<file path="src/rtl/tuner_ctl_slave.sv">
module tuner_ctl_slave #(
  parameter logic [4:0] ADDR_FIXED  = 5'b11000,
  parameter logic [1:0] ADDR_COMMON = 2'b01,
  parameter logic [6:0] CTRL_INIT   = 7'b1001000,
  parameter int         SYNC_LEN    = 2
) (
  input  logic        clk,
  input  logic        rst_n,
  input  logic        scl_i,
  input  logic        sda_i,
  output logic        sda_pull,
  input  logic [1:0]  addr_sel,
  input  logic        pll_locked,
  input  logic        cp_auto_flag,
  input  logic [2:0]  adc_level,
  output logic [14:0] freq_word,
  output logic [6:0]  ctrl_word,
  output logic [3:0]  band_sw
);

  typedef enum logic [2:0] {S_IDLE, S_ADDR, S_AACK, S_WDAT, S_WACK, S_RDAT, S_RACK} st_t;
  typedef enum logic [1:0] {K_SEL, K_DIV2, K_BAND} kind_t;

  logic [SYNC_LEN:0] scl_q, sda_q;
  st_t         st;
  kind_t       kind;
  logic [3:0]  cnt;
  logic [7:0]  sh, tx, stat;
  logic [6:0]  n_hi;
  logic        rd, mack, por;

  wire scl_s = scl_q[SYNC_LEN-1];
  wire scl_p = scl_q[SYNC_LEN];
  wire sda_s = sda_q[SYNC_LEN-1];
  wire sda_p = sda_q[SYNC_LEN];

  wire scl_rise = scl_s & ~scl_p;
  wire scl_fall = ~scl_s & scl_p;
  wire start_ev = scl_s & scl_p & sda_p & ~sda_s;
  wire stop_ev  = scl_s & scl_p & ~sda_p & sda_s;
  wire byte_end = scl_fall && cnt == 4'd8;

  wire addr_hit = sh[7:3] == ADDR_FIXED && (sh[2:1] == addr_sel || sh[2:1] == ADDR_COMMON);
  wire [7:0] status_now = {por, pll_locked, cp_auto_flag, 2'b11, adc_level};

  assign sda_pull = st == S_AACK || st == S_WACK || (st == S_RDAT && !tx[7]);

  always_ff @(posedge clk or negedge rst_n) begin
    if (!rst_n) begin
      scl_q <= '1;
      sda_q <= '1;
    end else begin
      scl_q <= {scl_q[SYNC_LEN-1:0], scl_i};
      sda_q <= {sda_q[SYNC_LEN-1:0], sda_i};
    end
  end

  always_ff @(posedge clk or negedge rst_n) begin
    if (!rst_n) begin
      st        <= S_IDLE;
      kind      <= K_SEL;
      cnt       <= '0;
      sh        <= '0;
      tx        <= '1;
      stat      <= '0;
      n_hi      <= '0;
      rd        <= 1'b0;
      mack      <= 1'b0;
      por       <= 1'b1;
      freq_word <= '0;
      ctrl_word <= CTRL_INIT;
      band_sw   <= '0;
    end else if (start_ev) begin
      st  <= S_ADDR;
      cnt <= '0;
    end else if (stop_ev) begin
      st <= S_IDLE;
    end else begin
      case (st)
        S_ADDR: begin
          if (scl_rise) begin
            sh  <= {sh[6:0], sda_s};
            cnt <= cnt + 4'd1;
          end else if (byte_end) begin
            cnt <= '0;
            if (addr_hit) begin
              st <= S_AACK;
              rd <= sh[0];
              if (sh[0]) stat <= status_now;
            end else begin
              st <= S_IDLE;
            end
          end
        end
        S_AACK: if (scl_fall) begin
          cnt  <= '0;
          kind <= K_SEL;
          if (rd) begin
            st <= S_RDAT;
            tx <= stat;
          end else begin
            st <= S_WDAT;
          end
        end
        S_WDAT: begin
          if (scl_rise) begin
            sh  <= {sh[6:0], sda_s};
            cnt <= cnt + 4'd1;
          end else if (byte_end) begin
            cnt <= '0;
            st  <= S_WACK;
            case (kind)
              K_SEL: if (sh[7]) begin
                ctrl_word <= sh[6:0];
                kind      <= K_BAND;
              end else begin
                n_hi <= sh[6:0];
                kind <= K_DIV2;
              end
              K_DIV2: begin
                freq_word <= {n_hi, sh};
                kind      <= K_SEL;
              end
              default: begin
                band_sw <= sh[3:0];
                kind    <= K_SEL;
              end
            endcase
          end
        end
        S_WACK: if (scl_fall) st <= S_WDAT;
        S_RDAT: begin
          if (scl_rise) begin
            cnt <= cnt + 4'd1;
          end else if (byte_end) begin
            cnt <= '0;
            st  <= S_RACK;
          end else if (scl_fall) begin
            tx <= {tx[6:0], 1'b1};
          end
        end
        S_RACK: begin
          if (scl_rise) begin
            mack <= ~sda_s;
          end else if (scl_fall) begin
            if (mack) begin
              st <= S_RDAT;
              tx <= stat;
            end else begin
              st  <= S_IDLE;
              por <= 1'b0;
            end
          end
        end
        default: st <= S_IDLE;
      endcase
    end
  end

endmodule

</file>
<file path="config.mk">
export PLATFORM = sky130hd
export DESIGN_NAME = tuner_ctl_slave
export DESIGN_NICKNAME = d
export VERILOG_FILES = /design/src/rtl/tuner_ctl_slave.sv
export SDC_FILE = /design/constraint.sdc
export NUM_CORES = 1
export LEC_CHECK = 0
export ABC_AREA = 1
export BUFFER_PORTS_ARGS = -buffer_cell sky130_fd_sc_hd__buf_2
export CAP_MARGIN = 20
export CORE_MARGIN = 2
export CORE_UTILIZATION = 50
export CTS_BUF_LIST = sky130_fd_sc_hd__clkbuf_2
export DETAILED_ROUTE_END_ITERATION = 12
export MAX_ROUTING_LAYER = met4
export PLACE_DENSITY = 0.7
export SLEW_MARGIN = 5
export SYNTH_ARGS = -nofsm -noshare
export SYNTH_HDL_FRONTEND = slang
export SYNTH_SLANG_ARGS = --single-unit
</file>
<file path="constraint.sdc">
create_clock -name clk -period 4.4 [get_ports clk]
set_clock_uncertainty 0.2 [all_clocks]
set_input_delay 0.44 -clock clk [delete_from_list [all_inputs] [get_ports clk]]
set_output_delay 0.44 -clock clk [all_outputs]
set_load 0.05 [all_outputs]
</file>
## After elaboration in Yosys (flattened, before gate mapping)

Cells that the tools add are included.

- Input bits: 11
- Output and inout bits: 27
- Register bits: 75

- Bitwise logic cells: 17
- Equality and inequality tests: 34
- Reduce and logical (&&, ||, !) cells: 27
- Add/sub/neg operators: 1
- Multiplexer cells: 37

Operators by type and width:

| cell | number |
|---|---|
| $mux 8 | 8 |
| $mux 3 | 14 |
| $ne 4x4->1 const B | 10 |
| $reduce_and 6->1 | 5 |
| $pmux 8 s3 | 1 |
| $ne 2x2->1 const B | 11 |
| $reduce_and 7->1 | 3 |
| $mux 4 | 5 |
| $pmux 3 s6 | 1 |
| $mux 2 | 6 |
| $reduce_and 4->1 | 3 |
| $reduce_and 11->1 | 1 |
| $not 1->1 | 10 |
| $reduce_and 10->1 | 1 |
| $eq 3x3->1 const B | 3 |
| $pmux 4 s2 | 1 |
| $and 1x1->1 | 7 |
| $eq 3x2->1 const B | 2 |
| $reduce_bool 3->1 | 2 |
| $eq 5x5->1 const B | 1 |
| $add 4x1->4 const B | 1 |
| $eq 2x1->1 const B | 2 |
| $eq 4x4->1 const B | 1 |
| $ne 4x1->1 const B | 1 |
| 11 further kinds | 16 |

## Logic depth before layout (Yosys ltp)

Gate-level depths: netlist of the first run.

- Depth after elaboration: 9
- Mapped depth: 11

## Worst setup path before layout of the first run

OpenSTA, ideal clock, no wires.

- Path kind: register to output
- Start point: reg st[1]
- End point: out sda_pull
- Stages on the path, launching flop included: 6
- Arrival: 1.453 ns
- Required time: 3.760 ns
- Path slack: 2.307 ns
- Buffers on the path: 0
- Cells stage by stage: dfrtp_1 -> inv_2 -> nand2_2 -> nor2_2 -> inv_1 -> o21bai_1

- Cells in the longest elaborated chain, start to end: 3

Ends and longest elaborated chain:

| what | RTL line | RTL |
|---|---|---|
| start: declaration | 25 | `st_t st;` |
| start signal: assignment | 60 | `st <= S_IDLE;` |
| start signal: assignment | 74 | `st <= S_ADDR;` |
| start signal: assignment | 77 | `st <= S_IDLE;` |
| $eq 3x2->1 / $eq 3x3->1 (equally long branches) | 46 | `assign sda_pull = st == S_AACK \|\| st == S_WACK \|\| (st == S_RDAT && !tx[7]);` |
| $logic_or 1x1->1 / $logic_and 1x1->1 (equally long branches) | 46 |  |
| $logic_or 1x1->1 (*) | 46 |  |
| end: declaration | 11 | `output logic sda_pull,` |

Every way passes the cells marked *; elsewhere a longest branch is shown, timed or not.

## Worst setup path in the final report of the first run

Ends and elaborated chain as after synthesis.

==> flow_summary_export.csv, run 1 <==
group,metric,value,unit
run_status,outcome,"completed",
pwr,peakVddDrop,0.0002497,V
sta,final-setup-viol-count,0,
synth,async_flop_share,100.0,%
setup_path,rr_worst_depth,9,
final_layout,drive_gt1_share,23.89,%
synth,synth_area_leaders,"dfrtp_1 43%, dfstp_2 13%, nand2_1 13%",
synth,synthCells,374,
final_layout,nets,435,
placement,dp.cells,479,
sta,fmax,0.3316,GHz
sta,layout_setup_ws,1.385,ns
route,drt-pass1-iter-count,7,
setup_path,cp-start-kind,"register",
route,ant_nets,0,
sta,tightestPinTransition,0.6376,ns
cts,clkSinkCount,74,
synth,synth.top_cell.area_share,42.86,%
cts,cts_setup_buffers,0,
sta,slew_viol_final,0,
setup_path,end_kind,"primary output",
placement,dp_hpwl,4467,um
sta,holdWs,0.1564,ns
synth,syn_nets,387,
synth,yosysTopAreaCell,"dfrtp_1",
floorplanning,die_h,85.59,um
job,maxCapViolCount,0,
cts,htree_num_levels,3,
route,routed_wl,6495,um
floorplanning,coreArea,6386,um^2
global_routing,grt_pass1_vias,2401,
final_layout,multi_input_area,1212,um^2
pwr,power,1.216,mW
synth,post-synth-top-count-cell,"nand2_1",
final_layout,seq_area,1873,um^2
setup_path,path_cells,"inv_2, nand2_2, nor2_2, inv_1, o21bai_1, buf_2",
final_layout,final_core_util,58.74,%
placement,portBuffers,37,
final_layout,area_growth,12.71,%
synth,synth_compound_area_share,12.26,%
placement,dpl_cell_area,3543,um^2
cts,numCtsBuffers,9,
placement,routabilityCongestion,0.9305,
global_routing,grt_max_degree,54,
setup_path,cpPeakStageDelay,0.52,ns
floorplanning,initial_utilization,52.12,%
sta,period_needed,3.015,ns
synth,synth_top_family_by_area,"simple AND/OR/NAND/NOR gates",
global_routing,grt_overflow,0,
floorplanning,dieWidth,85.59,um
cts,cts_tree,"built",
route,drc_errors,0,
pwr,p_leak,1.847,nW
synth,synth_mux_area_share,1.504,%
route,viasPerCell,5.054,
global_routing,grt_use_total,20.28,%
sta,rsz0062_at_grt,"no",
cts,root_buffer,"clkbuf_2",
global_routing,grt_antenna_before_repair,0,
sta,finalHoldViolations,0,
setup_path,cp.arrival,2.38,ns
placement,pre_cts_slack,1.721,ns
route,drt-initial-drc-count,197,
final_layout,stdcell_count,504,
final_layout,fillers,570,
sta,setup_tns,0,ns
setup_path,critical_path_peak_fanout,11,
pwr,pwr_density_cell,324.2,nW/um^2
final_layout,diodes,0,
sta,max-slew-margin-rel,57.49,%
cts,ctsLongestPathBuffers,2,
synth,synth_xor_area_share,0.2632,%
final_layout,final_cell_area,3751,um^2
route,wl_per_cell,12.89,um
cts,path_clk_slew,0.22,ns
floorplanning,dieArea,7325,um^2
route,via_count,2547,
synth,yosysWarnings,0,
sta,finalCritPeriodShare,68.53,%
synth,synth_ff_type,"dfrtp_1",
synth,syn_area,3328,um^2
synth,synth_seq_area_share,56.28,%
floorplanning,io_pins,38,
global_routing,grt_pass1_wl,11390,um
setup_path,required,3.76,ns
synth,avgSynthCellArea,8.899,um^2
cts,cts_resized,0,
synth,synth_edf_count,0,
setup_path,startpoint,"st[1]",
hold_path,hp-class,"primary input to async pin",
cts,clk_latency,0.51,ns
floorplanning,rows,29,
synth,synth_cell_types,29,
synth,synth-simple-area-share,21.65,%
synth,synth-seq-cells,74,
setup_path,timing.rr.start,"st[1]",
setup_path,timing_worst_setup_path_type,"register to primary output",
synth,synth_common_cells,"115 x nand2_1, 57 x dfrtp_1, 42 x inv_1",
synth,synthAdderAreaFrac,0.7519,%
setup_path,slowest_stage,"nor2_2",
worst max-delay path, delay by kind of cell (launching register included):
| family | cells | cell delay (ns) |
|---|---|---|
| and+or+nand+nor | 2 | 0.61 |
| buffers and inverters | 3 | 0.57 |
| DFF | 1 | 0.50 |
| AOI/OAI and AO/OA | 1 | 0.18 |
per-layer routing:
layer  up-vias  GRT usage (%)  routed length [um]
met3         8          4.427                 310
met4         0          6.061                  85
met5         -              -                   0
met2        63          29.19                2941
met1      1179          29.05                3157
li1       1297              -                   -
cell families (layout without fill, tap and decap cells):
logic type	count (synthesis)	count (layout)
and+or+nand+nor	167	167
DFF	74	74
AOI/OAI and AO/OA	70	70
buffers and inverters	55	108
muxes	5	5
adders and majority gates	2	2
xor gates and xnor gates	1	1
final cells by class:
| cell class | count | area share, % |
|---|---|---|
| Sequential cell | 74 | 49.93 |
| Multi-Input combinational cell | 245 | 32.32 |
| Inverter | 45 | 4.503 |
| Clock inverter | 6 | 1.768 |
| Clock buffer | 10 | 1.334 |
| Tap cell | 77 | 2.568 |
| Timing Repair Buffer | 47 | 7.572 |
cell usage in the layout (no fill, tap or decap), types with 2 or more instances in the layout:
cell           count
nand3_2            2
nor2_1            16
nor3_1             4
inv_1             42
o21ai_0           38
mux2i_1            5
ha_1               2
dfstp_2           17
dfrtp_1           57
a21oi_1            5
nand2_1          115
nand4_1            4
inv_2              3
nand2_2            4
clkbuf_2          10
clkinv_4           2
nand3_1           15
o21ai_1           11
buf_2             37
clkinv_2           2
nor2_2             4
dlygate4sd3_1      8
o21ai_2           13
power breakdown:
| part | switching, mW | leakage, nW | internal [mW] |
|---|---|---|---|
| clock | 0.246 | 0.0763 | 0.136 |
| combinational | 0.0626 | 0.810 | 0.0273 |
| sequential | 0.0213 | 0.961 | 0.723 |
timing repair:
| item | in CTS | in global routing |
|---|---|---|
| endpoints found under the setup margin | 0 | 0 |
| hold buffers | 8 | 0 |
| hold endpoints to repair | 26 | 0 |
registers in the layout, summed over array words and instances, names as in the netlist:
| signal | flops |
|---|---|
| mack | 1 |
| band_sw | 4 |
| ctrl_word | 7 |
| rd | 1 |
| tx | 8 |
| kind | 2 |
| n_hi | 7 |
| st | 3 |
| por | 1 |
| sh | 8 |
| freq_word | 15 |
| scl_q | 3 |
| stat | 7 |
| sda_q | 3 |
| cnt | 4 |
final timing paths:
| path | slack, ns | end |
|---|---|---|
| setup reg to reg | 2.05 | tx[6] |
| hold / removal | 0.16 | freq_word[11] |
| max in group asynchronous | 2.80 | stat[6] |
| min in group clk | 0.17 | scl_q[1] |
| hold reg to reg | 0.17 | scl_q[1] |
| setup / recovery | 1.38 | sda_pull |
Note: power is estimated with default switching activity, not from simulation.
==> run 2: changes to the inputs <==
==> constraint.sdc (replaced) <==
create_clock -name clk -period 2.96 [get_ports clk]
set_clock_uncertainty 0.2 [all_clocks]
set_input_delay 0.296 -clock clk [delete_from_list [all_inputs] [get_ports clk]]
set_output_delay 0.296 -clock clk [all_outputs]
set_load 0.05 [all_outputs]
==> run 2 against run 1 <==
  * Clock-buffer cell count increased by 2
  * Largest cell class unchanged
  * Via count decreased by 1.1%
  * Worst hold slack got worse by 0.13 ns
  * Worst setup slack got worse by 0.94 ns
  * Critical path type unchanged
  * Routed wire length increased by 0.51%
  * Clock power increased by 43%
==> flow_summary_export.csv, run 2 (same netlist as run 1, synthesis figures left out) <==
group,metric,value,unit
final_layout,diodes,0,
placement,dp.cells,482,
final_layout,largest_reg_flops,15,
job,maxCapViolCount,0,
sta,period_needed,2.515,ns
final_layout,area_growth,12.67,%
route,viasPerCell,4.986,
final_layout,largest-register,"freq_word",
cts,ctsLongestPathBuffers,2,
route,routed_wl,6528,um
route,drc_errors,0,
final_layout,reg_top3,"freq_word (15), sh (8), tx (8)",
floorplanning,die_h,85.59,um
sta,max-slew-margin-rel,70.56,%
hold_path,hp-class,"primary input to async pin",
final_layout,seq_area,1873,um^2
route,drt-pass1-iter-count,5,
cts,htree_num_levels,3,
setup_path,critical_path_peak_fanout,9,
final_layout,final_core_util,58.72,%
setup_path,cp.arrival,2.02,ns
sta,fmax,0.3976,GHz
sta,setup_tns,0,ns
setup_path,path_cells,"inv_2, nand2_2, nor2_2, buf_4, inv_1, o21bai_1, buf_2",
route,wl_per_cell,12.93,um
final_layout,drive_gt1_share,24.07,%
global_routing,grt_pass1_vias,2381,
floorplanning,dieArea,7325,um^2
cts,path_clk_slew,0.20,ns
sta,final-setup-viol-count,0,
sta,layout_setup_ws,0.4450,ns
setup_path,required,2.46,ns
run_status,outcome,"completed",
setup_path,end_kind,"primary output",
setup_path,cp-start-kind,"register",
global_routing,grt_use_total,20.64,%
sta,finalHoldViolations,0,
final_layout,multi_input_area,1212,um^2
pwr,pwr_density_cell,475.8,nW/um^2
placement,dpl_cell_area,3566,um^2
setup_path,slowest_stage,"dfrtp_1",
floorplanning,coreArea,6386,um^2
sta,holdWs,0.02252,ns
cts,clkSinkCount,74,
floorplanning,rows,29,
sta,rsz0062_at_grt,"no",
pwr,peakVddDrop,0.0002757,V
route,ant_nets,0,
cts,cts_tree,"built",
final_layout,final_cell_area,3750,um^2
floorplanning,initial_utilization,52.12,%
pwr,power,1.784,mW
placement,routabilityCongestion,0.9002,
final_layout,final_common_cell,"nand2_1",
final_layout,layout_common_cells,"115 x nand2_1, 57 x dfrtp_1, 42 x inv_1, 38 x o21ai_0, 37 x buf_2",
setup_path,cpPeakStageDelay,0.48,ns
global_routing,grt_max_degree,31,
setup_path,timing_worst_setup_path_type,"register to primary output",
global_routing,grt_antenna_before_repair,0,
placement,pre_cts_slack,0.8556,ns
sta,tightestPinTransition,0.4406,ns
sta,slew_viol_final,0,
floorplanning,io_pins,38,
route,drt-initial-drc-count,188,
cts,root_buffer,"clkbuf_2",
placement,dp_hpwl,4609,um
final_layout,nets,437,
placement,portBuffers,37,
global_routing,grt_pass1_wl,11460,um
cts,clk_latency,0.50,ns
sta,finalCritPeriodShare,84.97,%
floorplanning,dieWidth,85.59,um
final_layout,fillers,574,
cts,numCtsBuffers,9,
pwr,p_leak,1.851,nW
global_routing,grt_overflow,0,
final_layout,stdcell_count,505,
route,via_count,2518,
## run 2: cell types whose count changed in the layout (fill, tap and decap cells not counted), sizes merged
cell    previous run  this run
clkbuf            10        12
inv               46        45
buf               39        41
clkinv             4         2
## run 2: layer usage
layer,track usage [%],up-vias,routed length [um]
li1,-,1299,-
met3,3.465,10,230
met2,29.97,52,2867
met5,-,-,0
met1,28.98,1157,3324
met4,8.514,0,105
## run 2: layout make-up
cell class	count	share of cell area, %
Timing Repair Buffer	49	7.875
Inverter	45	4.505
Tap cell	77	2.569
Multi-Input combinational cell	245	32.33
Clock inverter	3	1.168
Clock buffer	12	1.602
Sequential cell	74	49.95
## run 2: report_power, final
part           internal, mW  total, mW  switching (mW)  leakage (nW)
Sequential             1.07       1.11          0.0314         0.961
Combinational        0.0417      0.134          0.0923         0.818
Clock                 0.202      0.545           0.343        0.0720
Total                  1.32       1.78           0.466          1.85
## run 2: path summary, 6_finish.rpt
check                                 start            to  slack, ns  cells past startpoint
worst max-delay path                  st[1]      sda_pull       0.45                      7
min in group clk                addr_sel[1]            rd       0.14                      6
worst max register to register     scl_q[2]       n_hi[1]       0.86                      7
worst min register to register     scl_q[0]      scl_q[1]       0.17                      0
worst min-delay path                  rst_n  freq_word[6]       0.02                      2
max in group asynchronous             rst_n      scl_q[1]       1.74                      3
## run 2: timing repair
action / CTS / global route
gates resized for setup: 0 / 0
buffers inserted: 0 / 0
hold buffers: 8 / 0
endpoints found under the hold margin: 64 / 0
setup endpoints to repair: 0 / 0
## run 2: worst max-delay path, delay by kind of cell, from the launching register on
family	cells	cell delay, ns
buffers and inverters	4	0.67
DFF	1	0.48
and+or+nand+nor	2	0.26
AOI/OAI and AO/OA	1	0.12
==> run 3: changes to the inputs <==
==> constraint.sdc (replaced) <==
create_clock -name clk -period 2.42 [get_ports clk]
set_clock_uncertainty 0.2 [all_clocks]
set_input_delay 0.242 -clock clk [delete_from_list [all_inputs] [get_ports clk]]
set_output_delay 0.242 -clock clk [all_outputs]
set_load 0.05 [all_outputs]
==> run 3 against run 2 <==
  * Utilization up 1.1 points
  * Routed wire length increased by 0.41%
  * Power grew 23%
  * Worst setup slack got worse by 0.26 ns
  * Clock-buffer cell count fell by 1
  * Combinational power grew 27%
  * Sequential power increased by 22%
  * Critical path type unchanged
==> flow_summary_export.csv, run 3 (same netlist as run 1, synthesis figures left out) <==
group,metric,value,unit
sta,finalCritPeriodShare,92.44,%
route,ant_nets,0,
setup_path,critical_path_peak_fanout,8,
floorplanning,die_h,85.59,um
route,via_count,2563,
setup_path,timing.rr.start,"scl_q[2]",
floorplanning,initial_utilization,52.12,%
hold_path,min-delay-start,"addr_sel[0]",
cts,clkSinkCount,74,
setup_path,slowest_stage,"dfrtp_2",
route,routed_wl,6555,um
placement,dp_hpwl,4590,um
sta,fmax,0.4470,GHz
final_layout,largest_reg_flops,15,
sta,max-slew-margin-rel,64.68,%
setup_path,cp-start-kind,"register",
pwr,pwr_density_cell,576.3,nW/um^2
hold_path,hp-class,"primary input to register",
global_routing,grt_max_degree,54,
hold_path,whs_path_depth,7,
global_routing,grt_pass1_vias,2420,
setup_path,timing_worst_setup_path_type,"register to primary output",
sta,tightestPinTransition,0.5298,ns
global_routing,grt_pass1_wl,11270,um
pwr,peakVddDrop,0.0004014,V
hold_path,worstHoldEndpoint,"rd",
run_status,outcome,"completed",
route,drt-initial-drc-count,203,
route,drc_errors,0,
floorplanning,rows,29,
setup_path,worst_r2r_endpoint,"n_hi[6]",
sta,slew_viol_final,0,
floorplanning,coreArea,6386,um^2
cts,htree_num_levels,3,
cts,cts_setup_buffers,0,
setup_path,cp.arrival,1.80,ns
cts,root_buffer,"clkbuf_2",
final_layout,reg_top3,"freq_word (15), sh (8), tx (8)",
cts,ctsLongestPathBuffers,2,
route,wl_per_cell,12.85,um
floorplanning,dieArea,7325,um^2
global_routing,grt_antenna_before_repair,0,
placement,pre_cts_slack,0.3096,ns
final_layout,layout_common_cells,"115 x nand2_1, 55 x dfrtp_1, 42 x inv_1, 38 x o21ai_0, 36 x buf_2",
route,drt-pass1-iter-count,5,
setup_path,r2r_slack,0.33,ns
pwr,p_leak,1.871,nW
cts,clk_latency,0.51,ns
floorplanning,dieWidth,85.59,um
cts,path_clk_slew,0.22,ns
global_routing,grt_overflow,0,
final_layout,area_growth,14.81,%
sta,layout_setup_ws,0.1829,ns
final_layout,largest-register,"freq_word",
global_routing,grt_use_total,20.39,%
setup_path,required,1.98,ns
setup_path,end_kind,"primary output",
final_layout,final_core_util,59.84,%
sta,setup_tns,0,ns
setup_path,cpPeakStageDelay,0.51,ns
floorplanning,io_pins,38,
placement,dp.cells,483,
sta,final-setup-viol-count,0,
final_layout,drive_gt1_share,24.71,%
sta,finalHoldViolations,0,
setup_path,path_cells,"inv_1, nand2_1, a21oi_2, o21bai_1, clkbuf_4",
placement,portBuffers,37,
final_layout,nets,441,
sta,rsz0062_at_grt,"no",
job,maxCapViolCount,0,
final_layout,diodes,0,
route,viasPerCell,5.025,
final_layout,stdcell_count,510,
cts,cts_tree,"built",
placement,routabilityCongestion,0.9484,
sta,holdWs,0.03534,ns
cts,numCtsBuffers,9,
setup_path,rr_worst_depth,7,
final_layout,final_common_cell,"nand2_1",
sta,period_needed,2.237,ns
[run 3: cell count changes in the layout (fill, tap and decap cells not counted), sizes merged]
cell	before	now
clkinv	2	4
dlygate4sd3	8	11
[run 3: worst max path at each step]
stage	startpoint	to	slack, ns	cells past startpoint
final	st[2]	sda_pull	0.18	5
after global routing	st[2]	sda_pull	0.02	5
after CTS	st[2]	sda_pull	0.05	5
after detailed placement	scl_q[2]	n_hi[6]	0.31	7
after global placement	scl_q[2]	n_hi[2]	0.34	7
after floorplan	st[1]	sda_pull	0.53	5
[run 3: through the flow]
step | area (um^2) | total power [mW]
floorplan | 3328 | 1.453
global placement | 3586 | 1.527
detailed placement | 3586 | 1.535
CTS | 3807 | 2.229
global route | 3821 | 2.333
finish | 3821 | 2.202
[run 3: worst max-delay path: cells and delay by family, from the launching register on]
kind | cells | cell delay, ns
buffers and inverters | 2 | 0.36
flip-flops | 1 | 0.51
AO/OA/AOI/OAI | 2 | 0.32
AND/OR/NAND/NOR | 1 | 0.11
[run 3: final cells by class]
type,instances,area [um^2]
multi-input cells,245,1221
flip-flops and latches,74,1876
repair buffers,53,347.8
clock inverters,5,56.30
clock buffers,11,55.05
inverters,45,168.9
well taps,77,96.34
fillers,555,2565
[run 3: report_power, final]
part | switching, mW | total, mW | internal (mW)
sequential | 0.0399 | 1.35 | 1.31
combinational | 0.113 | 0.170 | 0.0566
clock | 0.432 | 0.678 | 0.247
[run 3: timing repair]
action	in CTS	in global routing
endpoints found under the hold margin	69	0
resized for setup	0	5
hold buffers	11	0
endpoints found under the setup margin	0	1
[run 3: routing by layer]
layer  wire length [um]  up-vias  track usage (%)
met2               2884       64            28.55
met1               3252     1181            28.64
met4                144        0            7.937
met5                  0        -                -
li1                   -     1302                -
met3                274       16            5.101
